### config.mk
export PLATFORM = sky130hd
export DESIGN_NAME = xfer_fifo_pacer
export DESIGN_NICKNAME = d
export VERILOG_FILES = /design/src/rtl/xfp_pkg.sv /design/src/rtl/xfp_cfg_regs.sv /design/src/rtl/xfp_store.sv /design/src/rtl/xfp_pacer.sv /design/src/rtl/xfer_fifo_pacer.sv
export SDC_FILE = /design/constraint.sdc
export NUM_CORES = 1
export LEC_CHECK = 0
export BUFFER_PORTS_ARGS = -buffer_cell sky130_fd_sc_hd__buf_2
export CAP_MARGIN = 20
export CORE_AREA = 2 2 147 149
export CTS_BUF_LIST = sky130_fd_sc_hd__clkbuf_4 sky130_fd_sc_hd__clkbuf_8
export DETAILED_ROUTE_END_ITERATION = 7
export DIE_AREA = 0 0 149 151
export MAX_ROUTING_LAYER = met4
export PLACE_DENSITY = 0.55
export SLEW_MARGIN = 20
export SYNTH_ARGS = -nofsm -noshare
export SYNTH_HDL_FRONTEND = slang
export SYNTH_SLANG_ARGS = --single-unit
### constraint.sdc
create_clock -name clk -period 8.4 [get_ports clk]
set_clock_uncertainty 0.2 [all_clocks]
set_input_delay 0.42 -clock clk [delete_from_list [all_inputs] [get_ports clk]]
set_output_delay 0.42 -clock clk [all_outputs]
set_load 0.03 [all_outputs]
### src/rtl/xfp_pkg.sv
package xfp_pkg;
  localparam int XFP_TW = 4;

  typedef struct packed {
    logic              en;
    logic [XFP_TW-1:0] thr;
    logic              burst;
    logic              rd_off;
    logic              wr_off;
    logic              lock;
  } xfp_cfg_t;

  function automatic xfp_cfg_t xfp_cfg_default();
    xfp_cfg_t c;
    c.en     = 1'b0;
    c.thr    = '0;
    c.burst  = 1'b0;
    c.rd_off = 1'b0;
    c.wr_off = 1'b0;
    c.lock   = 1'b0;
    return c;
  endfunction
endpackage

### src/rtl/xfp_cfg_regs.sv
module xfp_cfg_regs
  import xfp_pkg::*;
(
  input  logic     clk,
  input  logic     rst_n,
  input  logic     soft_rst,
  input  logic     cfg_load,
  input  xfp_cfg_t cfg_in,
  output xfp_cfg_t cfg_q
);
  xfp_cfg_t cfg_d;
  logic     cfg_ce;

  always_comb begin
    cfg_d  = cfg_q;
    cfg_ce = 1'b0;
    if (soft_rst) begin
      if (!cfg_q.lock) begin
        cfg_d      = xfp_cfg_default();
        cfg_d.lock = cfg_q.lock;
        cfg_ce     = 1'b1;
      end
    end else if (cfg_load) begin
      cfg_d  = cfg_in;
      cfg_ce = 1'b1;
    end
  end

  always_ff @(posedge clk or negedge rst_n) begin
    if (!rst_n)      cfg_q <= xfp_cfg_default();
    else if (cfg_ce) cfg_q <= cfg_d;
  end

  // a locked configuration survives a software reset
  p_lock_keep_r10: assert property (@(posedge clk) disable iff (!rst_n)
    (soft_rst && cfg_q.lock) |=> $stable(cfg_q));
endmodule

### src/rtl/xfp_store.sv
module xfp_store #(
  parameter int DW    = 8,
  parameter int DEPTH = 16,
  parameter int CW    = $clog2(DEPTH + 1)
) (
  input  logic          clk,
  input  logic          rst_n,
  input  logic          flush,
  input  logic [CW-1:0] cap,
  input  logic          wr_en,
  input  logic [DW-1:0] wr_data,
  input  logic          rd_en,
  output logic [DW-1:0] rd_data,
  output logic [CW-1:0] count_q,
  output logic [CW-1:0] count_d,
  output logic          full,
  output logic          empty,
  output logic          wr_ok,
  output logic          rd_ok,
  output logic          wr_drop,
  output logic          rd_drop
);
  localparam int AW = $clog2(DEPTH);
  localparam logic [AW-1:0] LAST = AW'(DEPTH - 1);

  logic [DW-1:0] mem [DEPTH];
  logic [AW-1:0] wp_q, wp_d, rp_q, rp_d;

  assign full    = (count_q >= cap);
  assign empty   = (count_q == '0);
  assign wr_ok   = wr_en && !full && !flush;
  assign rd_ok   = rd_en && !empty && !flush;
  assign wr_drop = wr_en && full && !flush;
  assign rd_drop = rd_en && empty && !flush;
  assign rd_data = mem[rp_q];

  always_comb begin
    wp_d    = wp_q;
    rp_d    = rp_q;
    count_d = count_q;
    if (flush) begin
      wp_d    = '0;
      rp_d    = '0;
      count_d = '0;
    end else begin
      if (wr_ok) wp_d = (wp_q == LAST) ? '0 : wp_q + 1'b1;
      if (rd_ok) rp_d = (rp_q == LAST) ? '0 : rp_q + 1'b1;
      count_d = count_q + CW'(wr_ok) - CW'(rd_ok);
    end
  end

  always_ff @(posedge clk or negedge rst_n) begin
    if (!rst_n) begin
      wp_q    <= '0;
      rp_q    <= '0;
      count_q <= '0;
    end else begin
      wp_q    <= wp_d;
      rp_q    <= rp_d;
      count_q <= count_d;
    end
  end

  always_ff @(posedge clk) begin
    if (wr_ok) mem[wp_q] <= wr_data;
  end

  // occupancy never exceeds the storage depth
  p_count_bound_r7: assert property (@(posedge clk) disable iff (!rst_n)
    count_q <= CW'(DEPTH));
  // a refused push leaves the occupancy unchanged
  p_full_hold_r8: assert property (@(posedge clk) disable iff (!rst_n)
    (full && wr_en && !rd_en && !flush) |=> $stable(count_q));
endmodule

### src/rtl/xfp_pacer.sv
module xfp_pacer #(
  parameter int CW      = 5,
  parameter int TW      = 4,
  parameter int GAP_CYC = 9
) (
  input  logic          clk,
  input  logic          rst_n,
  input  logic          clr,
  input  logic          exec,
  input  logic          dir_read,
  input  logic          burst,
  input  logic [TW-1:0] thr_eff,
  input  logic [CW-1:0] cap,
  input  logic [CW-1:0] count_d,
  input  logic          host_xfer,
  input  logic          dack_n,
  input  logic          tc_in,
  input  logic          tc_act_low,
  input  logic          ovr_ev,
  input  logic          udr_ev,
  output logic          req,
  output logic          tc_seen_q,
  output logic          ovr_q,
  output logic          udr_q
);
  localparam int GW = (GAP_CYC < 1) ? 1 : $clog2(GAP_CYC + 1);

  logic          armed_q, armed_d;
  logic [GW-1:0] gap_q, gap_d;
  logic          tc_seen_d, ovr_d, udr_d;
  logic [CW:0]   level, need;
  logic          trigger, done, tc_hit;

  assign tc_hit  = !dack_n && (tc_act_low ? !tc_in : tc_in);
  assign level   = dir_read ? (CW+1)'(count_d) : (CW+1)'(cap - count_d);
  assign need    = (CW+1)'(thr_eff) + (CW+1)'(1);
  assign trigger = (level >= need);
  assign done    = dir_read ? (count_d == '0) : (count_d == cap);

  always_comb begin
    if (clr || !exec || tc_hit) armed_d = 1'b0;
    else if (armed_q)           armed_d = !done;
    else                        armed_d = trigger;

    if (clr)                       gap_d = '0;
    else if (host_xfer && !burst)  gap_d = GW'(GAP_CYC);
    else if (gap_q != '0)          gap_d = gap_q - 1'b1;
    else                           gap_d = gap_q;

    tc_seen_d = clr ? 1'b0 : (tc_seen_q || tc_hit);
    ovr_d     = clr ? 1'b0 : (ovr_q || ovr_ev);
    udr_d     = clr ? 1'b0 : (udr_q || udr_ev);
  end

  always_ff @(posedge clk or negedge rst_n) begin
    if (!rst_n) begin
      armed_q   <= 1'b0;
      gap_q     <= '0;
      tc_seen_q <= 1'b0;
      ovr_q     <= 1'b0;
      udr_q     <= 1'b0;
    end else begin
      armed_q   <= armed_d;
      gap_q     <= gap_d;
      tc_seen_q <= tc_seen_d;
      ovr_q     <= ovr_d;
      udr_q     <= udr_d;
    end
  end

  assign req = armed_q && (gap_q == '0) && !tc_seen_q && exec;

  // a host transfer in non-burst style opens a gap at once
  p_gap_r6: assert property (@(posedge clk) disable iff (!rst_n)
    (host_xfer && !burst && !clr && GAP_CYC > 0) |=> !req);
  // terminal count is not taken without acknowledge
  p_tc_ignore_r9: assert property (@(posedge clk) disable iff (!rst_n)
    (dack_n && !tc_seen_q) |=> !tc_seen_q);
  // command start clears the sticky error flags
  p_flag_clear_r8: assert property (@(posedge clk) disable iff (!rst_n)
    clr |=> (!ovr_q && !udr_q));
endmodule

### src/rtl/xfer_fifo_pacer.sv
module xfer_fifo_pacer
  import xfp_pkg::*;
#(
  parameter int DW      = 8,
  parameter int DEPTH   = 16,
  parameter int GAP_CYC = 9
) (
  input  logic              clk,
  input  logic              rst_n,
  input  logic              soft_rst,
  input  logic              cmd_start,
  input  logic              phase_exec,
  input  logic              dir_read,
  input  logic              dma_mode,
  input  logic              cfg_load,
  input  logic              cfg_fifo_en,
  input  logic [XFP_TW-1:0] cfg_thresh,
  input  logic              cfg_burst,
  input  logic              cfg_rd_off,
  input  logic              cfg_wr_off,
  input  logic              cfg_lock,
  input  logic              dsk_push,
  input  logic [DW-1:0]     dsk_wdata,
  input  logic              dsk_pop,
  output logic [DW-1:0]     dsk_rdata,
  output logic              dsk_full,
  output logic              dsk_empty,
  input  logic              host_rd,
  output logic [DW-1:0]     host_rdata,
  input  logic              host_wr,
  input  logic [DW-1:0]     host_wdata,
  input  logic              dack_n,
  input  logic              tc_in,
  input  logic              tc_act_low,
  output logic              drq,
  output logic              irq,
  output logic              tc_done,
  output logic              overrun,
  output logic              underrun
);
  localparam int CW = $clog2(DEPTH + 1);

  xfp_cfg_t          cfg_in, cfg_q;
  logic              fifo_on, flush;
  logic [CW-1:0]     cap, count_q, count_d;
  logic [XFP_TW-1:0] thr_eff;
  logic              st_wr, st_rd, wr_ok, rd_ok, wr_drop, rd_drop;
  logic [DW-1:0]     st_wdata, st_rdata;
  logic              host_xfer, req;

  always_comb begin
    cfg_in.en     = cfg_fifo_en;
    cfg_in.thr    = cfg_thresh;
    cfg_in.burst  = cfg_burst;
    cfg_in.rd_off = cfg_rd_off;
    cfg_in.wr_off = cfg_wr_off;
    cfg_in.lock   = cfg_lock;
  end

  xfp_cfg_regs u_cfg (
    .clk(clk), .rst_n(rst_n), .soft_rst(soft_rst), .cfg_load(cfg_load),
    .cfg_in(cfg_in), .cfg_q(cfg_q)
  );

  assign flush   = cmd_start || soft_rst;
  assign fifo_on = cfg_q.en && phase_exec && !(dir_read ? cfg_q.rd_off : cfg_q.wr_off);
  assign cap     = fifo_on ? CW'(DEPTH) : CW'(1);
  assign thr_eff = fifo_on ? cfg_q.thr : '0;

  assign st_wr    = dir_read ? dsk_push  : host_wr;
  assign st_wdata = dir_read ? dsk_wdata : host_wdata;
  assign st_rd    = dir_read ? host_rd   : dsk_pop;

  xfp_store #(.DW(DW), .DEPTH(DEPTH), .CW(CW)) u_store (
    .clk(clk), .rst_n(rst_n), .flush(flush), .cap(cap),
    .wr_en(st_wr), .wr_data(st_wdata), .rd_en(st_rd), .rd_data(st_rdata),
    .count_q(count_q), .count_d(count_d), .full(dsk_full), .empty(dsk_empty),
    .wr_ok(wr_ok), .rd_ok(rd_ok), .wr_drop(wr_drop), .rd_drop(rd_drop)
  );

  assign host_xfer = dir_read ? rd_ok : wr_ok;

  xfp_pacer #(.CW(CW), .TW(XFP_TW), .GAP_CYC(GAP_CYC)) u_pacer (
    .clk(clk), .rst_n(rst_n), .clr(flush), .exec(phase_exec),
    .dir_read(dir_read), .burst(cfg_q.burst), .thr_eff(thr_eff), .cap(cap),
    .count_d(count_d), .host_xfer(host_xfer), .dack_n(dack_n), .tc_in(tc_in),
    .tc_act_low(tc_act_low), .ovr_ev(dir_read && wr_drop),
    .udr_ev(!dir_read && rd_drop), .req(req), .tc_seen_q(tc_done),
    .ovr_q(overrun), .udr_q(underrun)
  );

  assign dsk_rdata  = st_rdata;
  assign host_rdata = st_rdata;
  assign drq        = req && dma_mode;
  assign irq        = req && !dma_mode;

  // no request outside the execution phase
  p_idle_quiet_r4: assert property (@(posedge clk) disable iff (!rst_n)
    !phase_exec |-> !(drq || irq));
endmodule

==> impl_metrics.py, run 1 <==
metrics = {
    "synth": {
        "synth.yosys.warnings": 0,
        "netlist_top_cells_area": "sky130_fd_sc_hd__edfxtp_1 53%, sky130_fd_sc_hd__mux4_2 12%, sky130_fd_sc_hd__dfrtp_1 10%",
        "netlist-cell-type-count": 50,
        "synth_top_area_cell": "sky130_fd_sc_hd__edfxtp_1",
        "post-synth-top-area-fraction": 0.532,
        "post_synth.cell_area_avg_sq_um": 16.0,
        "post_synth_mux_area_share": 0.154,
        "yosys_register_bits": 158,
        "synthXorXnorAreaFrac": 0.0121,
        "yosys.area_share.adder": 0.0460,
        "synth_top_family_by_area": "multiplexers",
        "fraction_of_the_mapped_netlist_area_in_compound_gates": 0.0410,
        "synth_seq_area_share": 0.636,
        "edff_count_synth": 128,
        "mappedNetlistArea_sq_mm": 0.00723,
        "syn_nets": 519,
        "synthFlopType": "sky130_fd_sc_hd__edfxtp_1",
        "simple_gate_share_of_the_synthesized_area": 0.0793,
        "synthCells": 453,
        "synth-async-reset-ratio": 0.190,
    },
    "floorplan": {
        "io_pins": 63,
        "die-width_um": 149,
        "placeableCoreArea_sq_mm": 0.0208,
        "initial_utilization": 0.347,
        "placement_rows": 53,
        "die_area_sq_mm": 0.0225,
        "die_y_extent_um": 151,
    },
    "critical_path": {
        "crit_required_ns": 8.54,
        "cp_cell_sequence": "inv_1 > ha_1 > nor4b_1 > a21oi_1 > and2_1 > ha_1 > inv_1 > ha_1 > fa_1 > nand2b_1 > a21oi_1 > mux2i_1 > inv_1 > ha_1 > nor3_1 > a221oi_1 > o311ai_0 > ha_1 > a211o_1 > a211oi_1 > a2111oi_2",
        "crit_path_max_fanout": 6,
        "timing.critical_path.slowest_stage_cell": "sky130_fd_sc_hd__nor4b_1",
        "path_common_cell": "sky130_fd_sc_hd__ha_1",
        "critPathArrivalTime_ns": 5.42,
        "startpoint_type": "flip-flop",
        "critPathCaptureType": "flip-flop",
        "critical_path_class": "flip-flop to flip-flop",
        "critPathMaxStageDelay_ns": 0.55,
    },
    "sta": {
        "timing.setup.tns_ns": 0,
        "period_share": 0.629,
        "timing.final.setup_violations": 0,
        "hold_slack_ns": 0.0331,
        "fmax_mhz": 189,
        "period_minus_slack_ns": 5.28,
        "worstMarginPinSlew_ns": 0.713,
        "worst_relative_slew_slack": 0.525,
        "grt_setup_unrepaired": "false",
        "finalWorstSetupSlack_ns": 3.12,
        "report.final.hold_viol_count": 0,
        "timing.final.max_slew_violations": 0,
    },
    "global_routing": {
        "antenna_found_initial": 0,
        "gr-usage-all-layers": 0.144,
        "overflow": 0,
        "grt_pass1_wl_um": 23000,
        "largest_net_degree_at_the_start_of_global_routing": 38,
        "grt_pass1_vias": 4187,
    },
    "detailed_routing": {
        "detail_route.wl_per_cell_um": 18.6,
        "postRouteAntennaNets": 0,
        "avgViaCountPerCell": 4.94,
        "wl_met2_um": 7900,
        "detail_route.wirelength_um": 15000,
        "dr_total_vias": 3985,
        "wl_met3_um": 698,
        "routed.top_layer": "met4",
        "detailedRoute.firstIterationViolations": 222,
        "met1Wirelength_um": 6380,
        "drt_pass1_iterations": 5,
        "drc_errors": 0,
    },
    "placed_design": {
        "half_perimeter_wire_length_of_the_detailed_placement_result_um": 10200,
        "port_buffers": 62,
        "detailedPlace.worstSlack_ns": 2.59,
        "gp_congestion": 0.834,
    },
    "cts": {
        "tritoncts.num_buffers": 17,
        "tritoncts": "done",
        "worstSkewPairLatency_ns": 0.45,
        "cts_sinks": 158,
        "cts_max_level": 4,
        "postCtsSetupRepairBufs": 0,
        "clk_transition_reported_paths_ns": 0.09,
        "cts.root.buffer_cell": "sky130_fd_sc_hd__clkbuf_8",
        "max_root_sink_buffers": 2,
    },
    "outcome": {
        "outcome": "completed",
    },
    "power": {
        "p_per_area_mw_per_mm2": 199,
        "p_leak_uw": 0.00302,
        "power.ir.vdd_worst_uv": 97.6,
        "post-layout-total-power_uw": 1660,
    },
    "hold_path": {
        "hp-class": "primary input to flip-flop",
    },
    "final_layout": {
        "design.final.nets": 585,
        "layout-area-overhead-vs-synth_pct": 15.3,
        "finalCoreUtilization": 0.400,
        "layout-drive-gt1-share": 0.293,
        "antenna_cells": 0,
    },
    "run": {
        "max_cap_viol_count": 0,
    },
}
[state kept, by name (all words and copies together) (netlist names)]
signal	count
u_store.rp_q	4
u_pacer.tc_seen_q	1
u_store.count_q	5
u_pacer.udr_q	1
u_pacer.ovr_q	1
u_cfg.cfg_q	9
u_pacer.gap_q	4
u_pacer.armed_q	1
u_store.mem	128
u_store.wp_q	4
[power by group]
| group | switching [uW] | internal [uW] | total [uW] |
|---|---|---|---|
| Clock | 278 | 388 | 666 |
| Sequential | 7.48 | 861 | 869 |
| Combinational | 76.9 | 49.3 | 126 |
[metal layers]
layer  vias up  GRT usage
met4         0     0.0390
met3         4     0.0383
met2        79      0.244
li1       1866          -
met5         -          -
met1      2036      0.172
[layout make-up]
cell class	instances	area [sq um]
Fill cell	1943	12500
Multi-Input combinational cell	244	2400
Timing Repair Buffer	76	430
Tap cell	275	344
Clock inverter	14	236
Sequential cell	158	4600
Clock buffer	18	241
Inverter	22	82.6
[stage by stage]
step / std cells / cell area [sq um]
global route: 807 / 8330
detailed placement: 769 / 7800
global placement: 769 / 7800
finish: 807 / 8330
CTS: 807 / 8330
floorplan: 453 / 7230
[critical path: cells and delay by family, from the launching register on]
family | cells | cell delay (ns)
adders and majority gates | 6 | 1.78
and+or+nand+nor | 4 | 0.96
DFF | 1 | 0.39
muxes | 1 | 0.28
AOI/OAI and AO/OA | 7 | 1.30
buffers and inverters | 3 | 0.26
[repair_timing]
| item | in CTS | in global routing |
|---|---|---|
| resized for setup | 0 | 0 |
| setup endpoints to repair | 0 | 0 |
| hold buffers | 6 | 0 |
| endpoints found under the hold margin | 35 | 0 |
[kinds of logic after synthesis]
family                   Yosys count
XOR/XNOR                          10
buffers and inverters             51
multiplexers                      60
AND/OR/NAND/NOR                  106
flip-flops                       158
adder cells (fa/ha/maj)           26
AO/OA/AOI/OAI                     42
[Yosys cell counts, types with 4 or more instances]
library cell               number
sky130_fd_sc_hd__edfxtp_1     128
sky130_fd_sc_hd__mux4_2        40
sky130_fd_sc_hd__dfrtp_1       30
sky130_fd_sc_hd__ha_1          25
sky130_fd_sc_hd__inv_1         22
sky130_fd_sc_hd__nor2_1        22
sky130_fd_sc_hd__nand2_1       20
sky130_fd_sc_hd__and2_1        17
sky130_fd_sc_hd__clkbuf_1      13
sky130_fd_sc_hd__a21oi_1       11
sky130_fd_sc_hd__mux2_2        10
sky130_fd_sc_hd__mux2i_1       10
sky130_fd_sc_hd__buf_4          8
sky130_fd_sc_hd__nand3_1        8
sky130_fd_sc_hd__buf_2          7
sky130_fd_sc_hd__o21ai_0        7
sky130_fd_sc_hd__xor2_1         7
sky130_fd_sc_hd__nand2b_1       6
sky130_fd_sc_hd__a22o_1         5
sky130_fd_sc_hd__nor2b_1        5
sky130_fd_sc_hd__nor3b_1        5
sky130_fd_sc_hd__nor3_1         4
sky130_fd_sc_hd__or3_1          4
[final timing paths]
| path | endpoint | cells after the start | startpoint | slack (ns) |
|---|---|---|---|---|
| setup / recovery | u_pacer.armed_q | 21 | u_store.count_q[2] | 3.12 |
| hold reg to reg | u_pacer.ovr_q | 1 | u_pacer.ovr_q | 0.30 |
| max in group asynchronous | u_store.rp_q[0] | 2 | rst_n | 7.16 |
| hold / removal | u_pacer.armed_q | 3 | phase_exec | 0.03 |
| setup reg to reg | u_pacer.armed_q | 21 | u_store.count_q[2] | 3.12 |
| min in group asynchronous | u_pacer.gap_q[1] | 2 | rst_n | 0.35 |
[cell usage in the layout (no fill, tap or decap), types with 3 or more instances in the layout]
cell	netlist	layout
sky130_fd_sc_hd__edfxtp_1	128	128
sky130_fd_sc_hd__buf_2	7	62
sky130_fd_sc_hd__mux4_2	40	40
sky130_fd_sc_hd__dfrtp_1	30	29
sky130_fd_sc_hd__ha_1	25	25
sky130_fd_sc_hd__inv_1	22	22
sky130_fd_sc_hd__nor2_1	22	22
sky130_fd_sc_hd__nand2_1	20	20
sky130_fd_sc_hd__and2_1	17	17
sky130_fd_sc_hd__clkbuf_8	0	17
sky130_fd_sc_hd__a21oi_1	11	11
sky130_fd_sc_hd__mux2_2	10	10
sky130_fd_sc_hd__mux2i_1	10	10
sky130_fd_sc_hd__nand3_1	8	8
sky130_fd_sc_hd__buf_4	8	8
sky130_fd_sc_hd__xor2_1	7	7
sky130_fd_sc_hd__o21ai_0	7	7
sky130_fd_sc_hd__nand2b_1	6	6
sky130_fd_sc_hd__bufinv_16	0	6
sky130_fd_sc_hd__dlygate4sd3_1	0	6
sky130_fd_sc_hd__nor2b_1	5	5
sky130_fd_sc_hd__nor3b_1	5	5
sky130_fd_sc_hd__a22o_1	5	5
sky130_fd_sc_hd__or3_1	4	4
sky130_fd_sc_hd__nor3_1	4	4
sky130_fd_sc_hd__nor4b_1	3	3
sky130_fd_sc_hd__xnor2_1	3	3
sky130_fd_sc_hd__a31oi_1	3	3
sky130_fd_sc_hd__inv_6	0	3
Power figures use the tool's default switching activity.
==> run 2: changes to the inputs <==
PLACE_DENSITY = 0.57   (was 0.55)
clock period = 4.4 ns   (was 8.4 ns; I/O delays follow)
==> run 2 against run 1 <==
Effect of this change: the run now ends with setup timing left; register-to-register slack worse by 3.2 ns; worst hold slack worse by 0.0059 ns; power is 85% higher; count of clock-buffer cells in the layout is 1 lower; die area stayed put; worst setup slack worse by 3.2 ns; sequential power is 91% higher; cell area is 3.3% higher; clock power is 68% higher.
==> impl_metrics.py, run 2 (synthesized netlist as in run 1, its figures left out) <==
metrics = {
    "outcome": {
        "outcome": "finished, violations left",
        "failed_checks": "setup timing",
    },
    "power": {
        "p_per_area_mw_per_mm2": 356,
        "switching_share": 0.252,
        "power.ir.vdd_worst_uv": 196,
        "p_seq_frac": 0.541,
        "power.clock.fraction": 0.366,
        "netSwitchingPower_uw": 773,
        "post-layout-total-power_uw": 3070,
        "power.share.combinational": 0.092,
        "p_leak_uw": 0.00312,
        "p_int_uw": 2290,
    },
    "detailed_routing": {
        "detail_route.wl_per_cell_um": 19.7,
        "drc_errors": 0,
        "drt_pass1_iterations": 5,
        "detailedRoute.firstIterationViolations": 254,
        "dr_total_vias": 4138,
        "postRouteAntennaNets": 0,
        "avgViaCountPerCell": 4.98,
        "detail_route.wirelength_um": 16400,
    },
    "critical_path": {
        "critPathCaptureType": "flip-flop",
        "startpoint_type": "flip-flop",
        "timing.critical_path.max_delay_family": "compound AO/OA/AOI/OAI gates",
        "worstRegToRegCells": 22,
        "critical_path_class": "flip-flop to flip-flop",
        "crit_path_max_fanout": 6,
        "rr_startpoint": "u_cfg.cfg_q[1]",
        "rr_endpoint": "u_pacer.armed_q",
        "critical_path_buf_inv_count": 3,
        "path_common_cell": "sky130_fd_sc_hd__ha_4",
        "critPathMaxStageDelay_ns": 0.40,
        "cp_cell_sequence": "mux2i_1 > and3_4 > inv_4 > ha_4 > nand3b_1 > a41oi_2 > a211oi_2 > and2_4 > ha_4 > fa_2 > nand2b_1 > a21oi_2 > mux2i_1 > inv_1 > ha_4 > inv_2 > a2111o_1 > o311ai_1 > ha_1 > a211o_1 > a211oi_2 > a2111oi_2",
        "crit_required_ns": 4.54,
        "reg2reg_slack_ns": -0.08,
        "critPathArrivalTime_ns": 4.62,
        "timing.critical_path.slowest_stage_cell": "sky130_fd_sc_hd__dfrtp_1",
    },
    "floorplan": {
        "die-width_um": 149,
        "io_pins": 63,
        "die_area_sq_mm": 0.0225,
        "initial_utilization": 0.347,
        "placement_rows": 53,
        "die_y_extent_um": 151,
        "placeableCoreArea_sq_mm": 0.0208,
    },
    "hold_path": {
        "worst_hold_path.endpoint": "u_pacer.ovr_q",
        "hp-class": "primary input to flip-flop",
        "worst_hold_startpoint": "dsk_push",
        "min_path_cells": 4,
    },
    "global_routing": {
        "largest_net_degree_at_the_start_of_global_routing": 37,
        "antenna_found_initial": 0,
        "gr-usage-all-layers": 0.159,
        "overflow": 0,
        "grt_pass1_vias": 4362,
        "grt_pass1_wl_um": 25100,
    },
    "final_layout": {
        "largest_register_ff_count": 128,
        "design.final.nets": 609,
        "layout-area-overhead-vs-synth_pct": 19.1,
        "stdcell_count": 831,
        "registers.top_by_ff_count": "u_store.mem",
        "layout_common_cells": "128 x sky130_fd_sc_hd__edfxtp_1, 62 x sky130_fd_sc_hd__buf_2, 40 x sky130_fd_sc_hd__mux4_2",
        "regArea_sq_mm": 0.00460,
        "mostFrequentLayoutCell": "sky130_fd_sc_hd__edfxtp_1",
        "layout-drive-gt1-share": 0.329,
        "multi_input_comb_area_sq_mm": 0.00252,
        "reg.largest.list": "u_store.mem x128, u_cfg.cfg_q x9, u_store.count_q x5",
        "filler_cell_count": 1918,
        "antenna_cells": 0,
        "final_area_sq_mm": 0.00861,
    },
    "placed_design": {
        "post_placement_cell_area_sq_mm": 0.00795,
        "half_perimeter_wire_length_of_the_detailed_placement_result_um": 10900,
        "detailedPlace.worstSlack_ns": -0.0980,
        "gp_congestion": 0.821,
        "port_buffers": 62,
        "place.detailed.instances": 775,
    },
    "cts": {
        "tritoncts.num_buffers": 17,
        "max_root_sink_buffers": 2,
        "tritoncts": "done",
        "worstSkewPairLatency_ns": 0.45,
        "cts_max_level": 4,
        "cts.root.buffer_cell": "sky130_fd_sc_hd__clkbuf_8",
        "clk_transition_reported_paths_ns": 0.10,
        "cts_sinks": 158,
    },
    "sta": {
        "timing.final.max_slew_violations": 0,
        "period_share": 1.02,
        "worst_relative_slew_slack": 0.381,
        "fmax_mhz": 223,
        "worstMarginPinSlew_ns": 0.928,
        "grt_setup_unrepaired": "true",
        "timing.final.setup_violations": 1,
        "period_minus_slack_ns": 4.48,
        "finalWorstSetupSlack_ns": -0.0805,
        "report.final.hold_viol_count": 0,
    },
    "run": {
        "max_cap_viol_count": 0,
    },
}
## run 2: how the worst max path moves through the flow
stage,start,end,slack (ns),cells past startpoint
after floorplan,u_cfg.cfg_q[2],u_pacer.armed_q,-0.11,24
after global placement,dir_read,u_pacer.armed_q,0.03,23
after detailed placement,u_cfg.cfg_q[1],u_pacer.armed_q,-0.1,22
after CTS,u_cfg.cfg_q[1],u_pacer.armed_q,-0.05,22
after global routing,u_cfg.cfg_q[1],u_pacer.armed_q,-0.35,22
final,u_cfg.cfg_q[1],u_pacer.armed_q,-0.08,22
## run 2: metal layers
layer / vias up / global-route usage / share of wire
li1: 1915 / - / -
met1: 2109 / 0.202 / 0.43
met2: 103 / 0.262 / 0.52
met3: 11 / 0.0277 / 0.040
met4: 0 / 0.0476 / 0.0092
met5: - / - / 0
## run 2: timing repair
action                                  CTS  global route
endpoints found under the setup margin    1             1
pin swaps                                 1            13
hold buffers                             22             0
setup buffers                             1             1
gates resized for setup                   2             2
hold endpoints to repair                 42             0
## run 2: power by group through the flow
stage	clock [uW]	sequential, uW	combinational [uW]
2_1_floorplan	0	1690	176
3_3_place_gp	0	1690	251
3_5_place_dp	0	1690	258
4_1_cts	1150	1660	282
5_1_grt	1210	1660	312
6_report	1120	1660	283
## run 2: tightest hold or removal path: cells and delay by family
family,cells,cell delay [ns]
AO/OA/AOI/OAI,1,0.16
buffers and inverters,1,0.10
AND/OR/NAND/NOR,2,0.16
## run 2: area by class of cell
class	instances	share of cell area
Sequential cell	158	0.534
Timing Repair Buffer	100	0.0756
Clock inverter	15	0.0202
Multi-Input combinational cell	244	0.293
Inverter	22	0.00989
Clock buffer	17	0.0272
Tap cell	275	0.0400
## run 2: per-stage QoR
stage	hold slack [ns]	utilization	setup TNS (ns)
2_1_floorplan	-0.276	-	-0.113
3_3_place_gp	0.108	0.382	0
3_5_place_dp	0.115	0.382	-0.0980
4_1_cts	0.00156	0.412	-0.0489
5_1_grt	0.0301	0.413	-0.350
6_report	0.0272	0.413	-0.0805
==> run 3: changes to the inputs <==
--- a/config.mk
+++ b/config.mk
@@ -13,3 +13,2 @@
 export DIE_AREA = 0 0 149 151
-export MAX_ROUTING_LAYER = met4
 export PLACE_DENSITY = 0.57
==> constraint.sdc (replaced) <==
create_clock -name clk -period 4.4 [get_ports clk]
set_clock_uncertainty 0.2 [all_clocks]
set_input_delay 0.88 -clock clk [delete_from_list [all_inputs] [get_ports clk]]
set_output_delay 0.88 -clock clk [all_outputs]
set_load 0.03 [all_outputs]
==> run 3 against run 2 <==
Effect of this change: the flow still finishes with violations (setup timing); clock power increased by 4%; critical path type is now primary input to flip-flop; worst setup slack got worse by 0.079 ns; routed wire length decreased by 5.7%; power increased by 0.93%; worst hold slack improved by 0.24 ns; die area unchanged.
==> impl_metrics.py, run 3 (synthesized netlist as in run 1, its figures left out) <==
metrics = {
    "outcome": {
        "outcome": "finished, violations left",
        "failed_checks": "setup timing",
    },
    "cts": {
        "cts.root.buffer_cell": "sky130_fd_sc_hd__clkbuf_8",
        "clk_transition_reported_paths_ns": 0.10,
        "max_root_sink_buffers": 2,
        "cts_sinks": 158,
        "worstSkewPairLatency_ns": 0.45,
        "tritoncts": "done",
        "cts.hold.buffers_added": 0,
        "cts_max_level": 4,
        "tritoncts.num_buffers": 17,
    },
    "critical_path": {
        "worstSetupPathDepth": 23,
        "crit_end": "u_pacer.armed_q",
        "critical_path_class": "primary input to flip-flop",
        "timing.critical_path.slowest_stage_cell": "sky130_fd_sc_hd__ha_1",
        "cp-startpoint": "dir_read",
        "critPathCaptureType": "flip-flop",
        "rr_endpoint": "u_pacer.armed_q",
        "critPathArrivalTime_ns": 4.69,
        "reg2reg_slack_ns": -0.02,
        "cp_cell_sequence": "buf_6 > mux2i_1 > and3_4 > inv_4 > ha_4 > nand3b_1 > a41oi_2 > a211oi_2 > and2_4 > ha_4 > fa_2 > nand2b_1 > a21oi_2 > mux2i_1 > inv_1 > ha_4 > nor3_2 > a221oi_2 > o311ai_2 > ha_1 > a211o_1 > a211oi_2 > a2111oi_2",
        "worstRegToRegCells": 22,
        "crit_required_ns": 4.53,
        "path_common_cell": "sky130_fd_sc_hd__ha_4",
        "critical_path_buf_inv_count": 3,
        "startpoint_type": "primary input",
        "critPathMaxStageDelay_ns": 0.33,
        "rr_startpoint": "u_cfg.cfg_q[2]",
        "timing.critical_path.max_delay_family": "compound AO/OA/AOI/OAI gates",
        "crit_path_max_fanout": 5,
    },
    "power": {
        "power.clock.fraction": 0.375,
        "power.ir.vdd_worst_uv": 181,
        "p_int_uw": 2350,
        "p_leak_uw": 0.00317,
        "switching_share": 0.242,
        "p_seq_frac": 0.536,
        "power.share.combinational": 0.089,
        "post-layout-total-power_uw": 3090,
        "netSwitchingPower_uw": 748,
        "p_per_area_mw_per_mm2": 359,
    },
    "sta": {
        "period_minus_slack_ns": 4.56,
        "worstMarginPinSlew_ns": 0.711,
        "timing.final.max_slew_violations": 0,
        "timing.final.setup_violations": 1,
        "timing.setup.tns_ns": -0.159,
        "report.final.hold_viol_count": 0,
        "finalWorstSetupSlack_ns": -0.159,
        "grt_setup_unrepaired": "true",
        "period_share": 1.04,
        "fmax_mhz": 219,
        "worst_relative_slew_slack": 0.526,
    },
    "detailed_routing": {
        "avgViaCountPerCell": 4.92,
        "detail_route.wirelength_um": 15400,
        "drc_errors": 0,
        "postRouteAntennaNets": 0,
        "detailedRoute.firstIterationViolations": 257,
        "dr_total_vias": 4118,
        "drt_pass1_iterations": 5,
        "detail_route.wl_per_cell_um": 18.4,
    },
    "placed_design": {
        "half_perimeter_wire_length_of_the_detailed_placement_result_um": 10900,
        "detailedPlace.worstSlack_ns": -0.828,
        "place.detailed.instances": 802,
        "gp_congestion": 0.769,
        "port_buffers": 62,
    },
    "final_layout": {
        "antenna_cells": 0,
        "largest_register_ff_count": 128,
        "layout-drive-gt1-share": 0.370,
        "reg.largest.list": "u_store.mem x128, u_cfg.cfg_q x9, u_store.count_q x5",
        "layout_common_cells": "128 x sky130_fd_sc_hd__edfxtp_1, 61 x sky130_fd_sc_hd__buf_2, 44 x sky130_fd_sc_hd__buf_4",
        "finalCoreUtilization": 0.413,
        "layout-area-overhead-vs-synth_pct": 19.1,
        "stdcell_count": 837,
        "registers.top_by_ff_count": "u_store.mem",
        "design.final.nets": 615,
        "mostFrequentLayoutCell": "sky130_fd_sc_hd__edfxtp_1",
    },
    "hold_path": {
        "hp-class": "primary input to asynchronous set/reset pin",
    },
    "floorplan": {
        "die_area_sq_mm": 0.0225,
        "placement_rows": 53,
        "initial_utilization": 0.347,
        "placeableCoreArea_sq_mm": 0.0208,
        "die-width_um": 149,
        "die_y_extent_um": 151,
        "io_pins": 63,
    },
    "global_routing": {
        "antenna_found_initial": 0,
        "grt_pass1_wl_um": 23900,
        "gr-usage-all-layers": 0.145,
        "largest_net_degree_at_the_start_of_global_routing": 37,
        "overflow": 0,
        "grt_pass1_vias": 4295,
    },
    "run": {
        "max_cap_viol_count": 0,
    },
}
## run 3: cell types whose count changed in the layout (fill, tap and decap cells not counted), sizes merged
cell | before | now
buf | 78 | 106
bufinv | 2 | 3
clkinv | 6 | 5
dlygate4sd3 | 22 | 0
## run 3: worst min-delay path by stage
stage                                end  slack [ns]  cells after the start
final                     u_cfg.cfg_q[5]        0.27                      1
after global routing      u_cfg.cfg_q[5]        0.29                      1
after CTS                 u_cfg.cfg_q[6]        0.26                      1
after detailed placement  u_cfg.cfg_q[2]        0.29                      1
after global placement    u_cfg.cfg_q[8]        0.28                      1
after floorplan           u_cfg.cfg_q[8]        0.26                      1
## run 3: layer usage
metal	share of wire	vias to the layer above	track usage	wire [um]
li1	-	1926	-	-
met1	0.44	2097	0.181	6800
met2	0.51	87	0.248	7910
met3	0.032	8	0.0319	490
met4	0.016	0	0.0510	241
met5	0	-	0	0
## run 3: cell type report
cell class,count,area [sq um]
Sequential cell,158,4600
Timing Repair Buffer,106,647
Clock inverter,15,203
Tap cell,275,344
Inverter,22,85.1
Fill cell,1908,12200
Multi-Input combinational cell,244,2500
Clock buffer,17,234
## run 3: what timing repair did
action,in CTS,in global routing
gates resized for setup,5,0
pin swaps,13,3
buffers inserted,2,1
setup endpoints to repair,1,1
hold endpoints to repair,0,0
## run 3: power groups by stage
stage | Combinational, uW | Clock, uW | Sequential [uW]
after CTS | 277 | 1190 | 1660
after detailed placement | 268 | 0 | 1690
after global placement | 260 | 0 | 1690
final | 275 | 1160 | 1660
after floorplan | 175 | 0 | 1690
after global routing | 303 | 1250 | 1660
## run 3: per-stage QoR
step | cell area [sq um] | hold WS (ns)
after global routing | 8610 | 0.291
after CTS | 8600 | 0.260
after detailed placement | 8120 | 0.290
after global placement | 8120 | 0.280
after floorplan | 7320 | 0.258
final | 8610 | 0.266
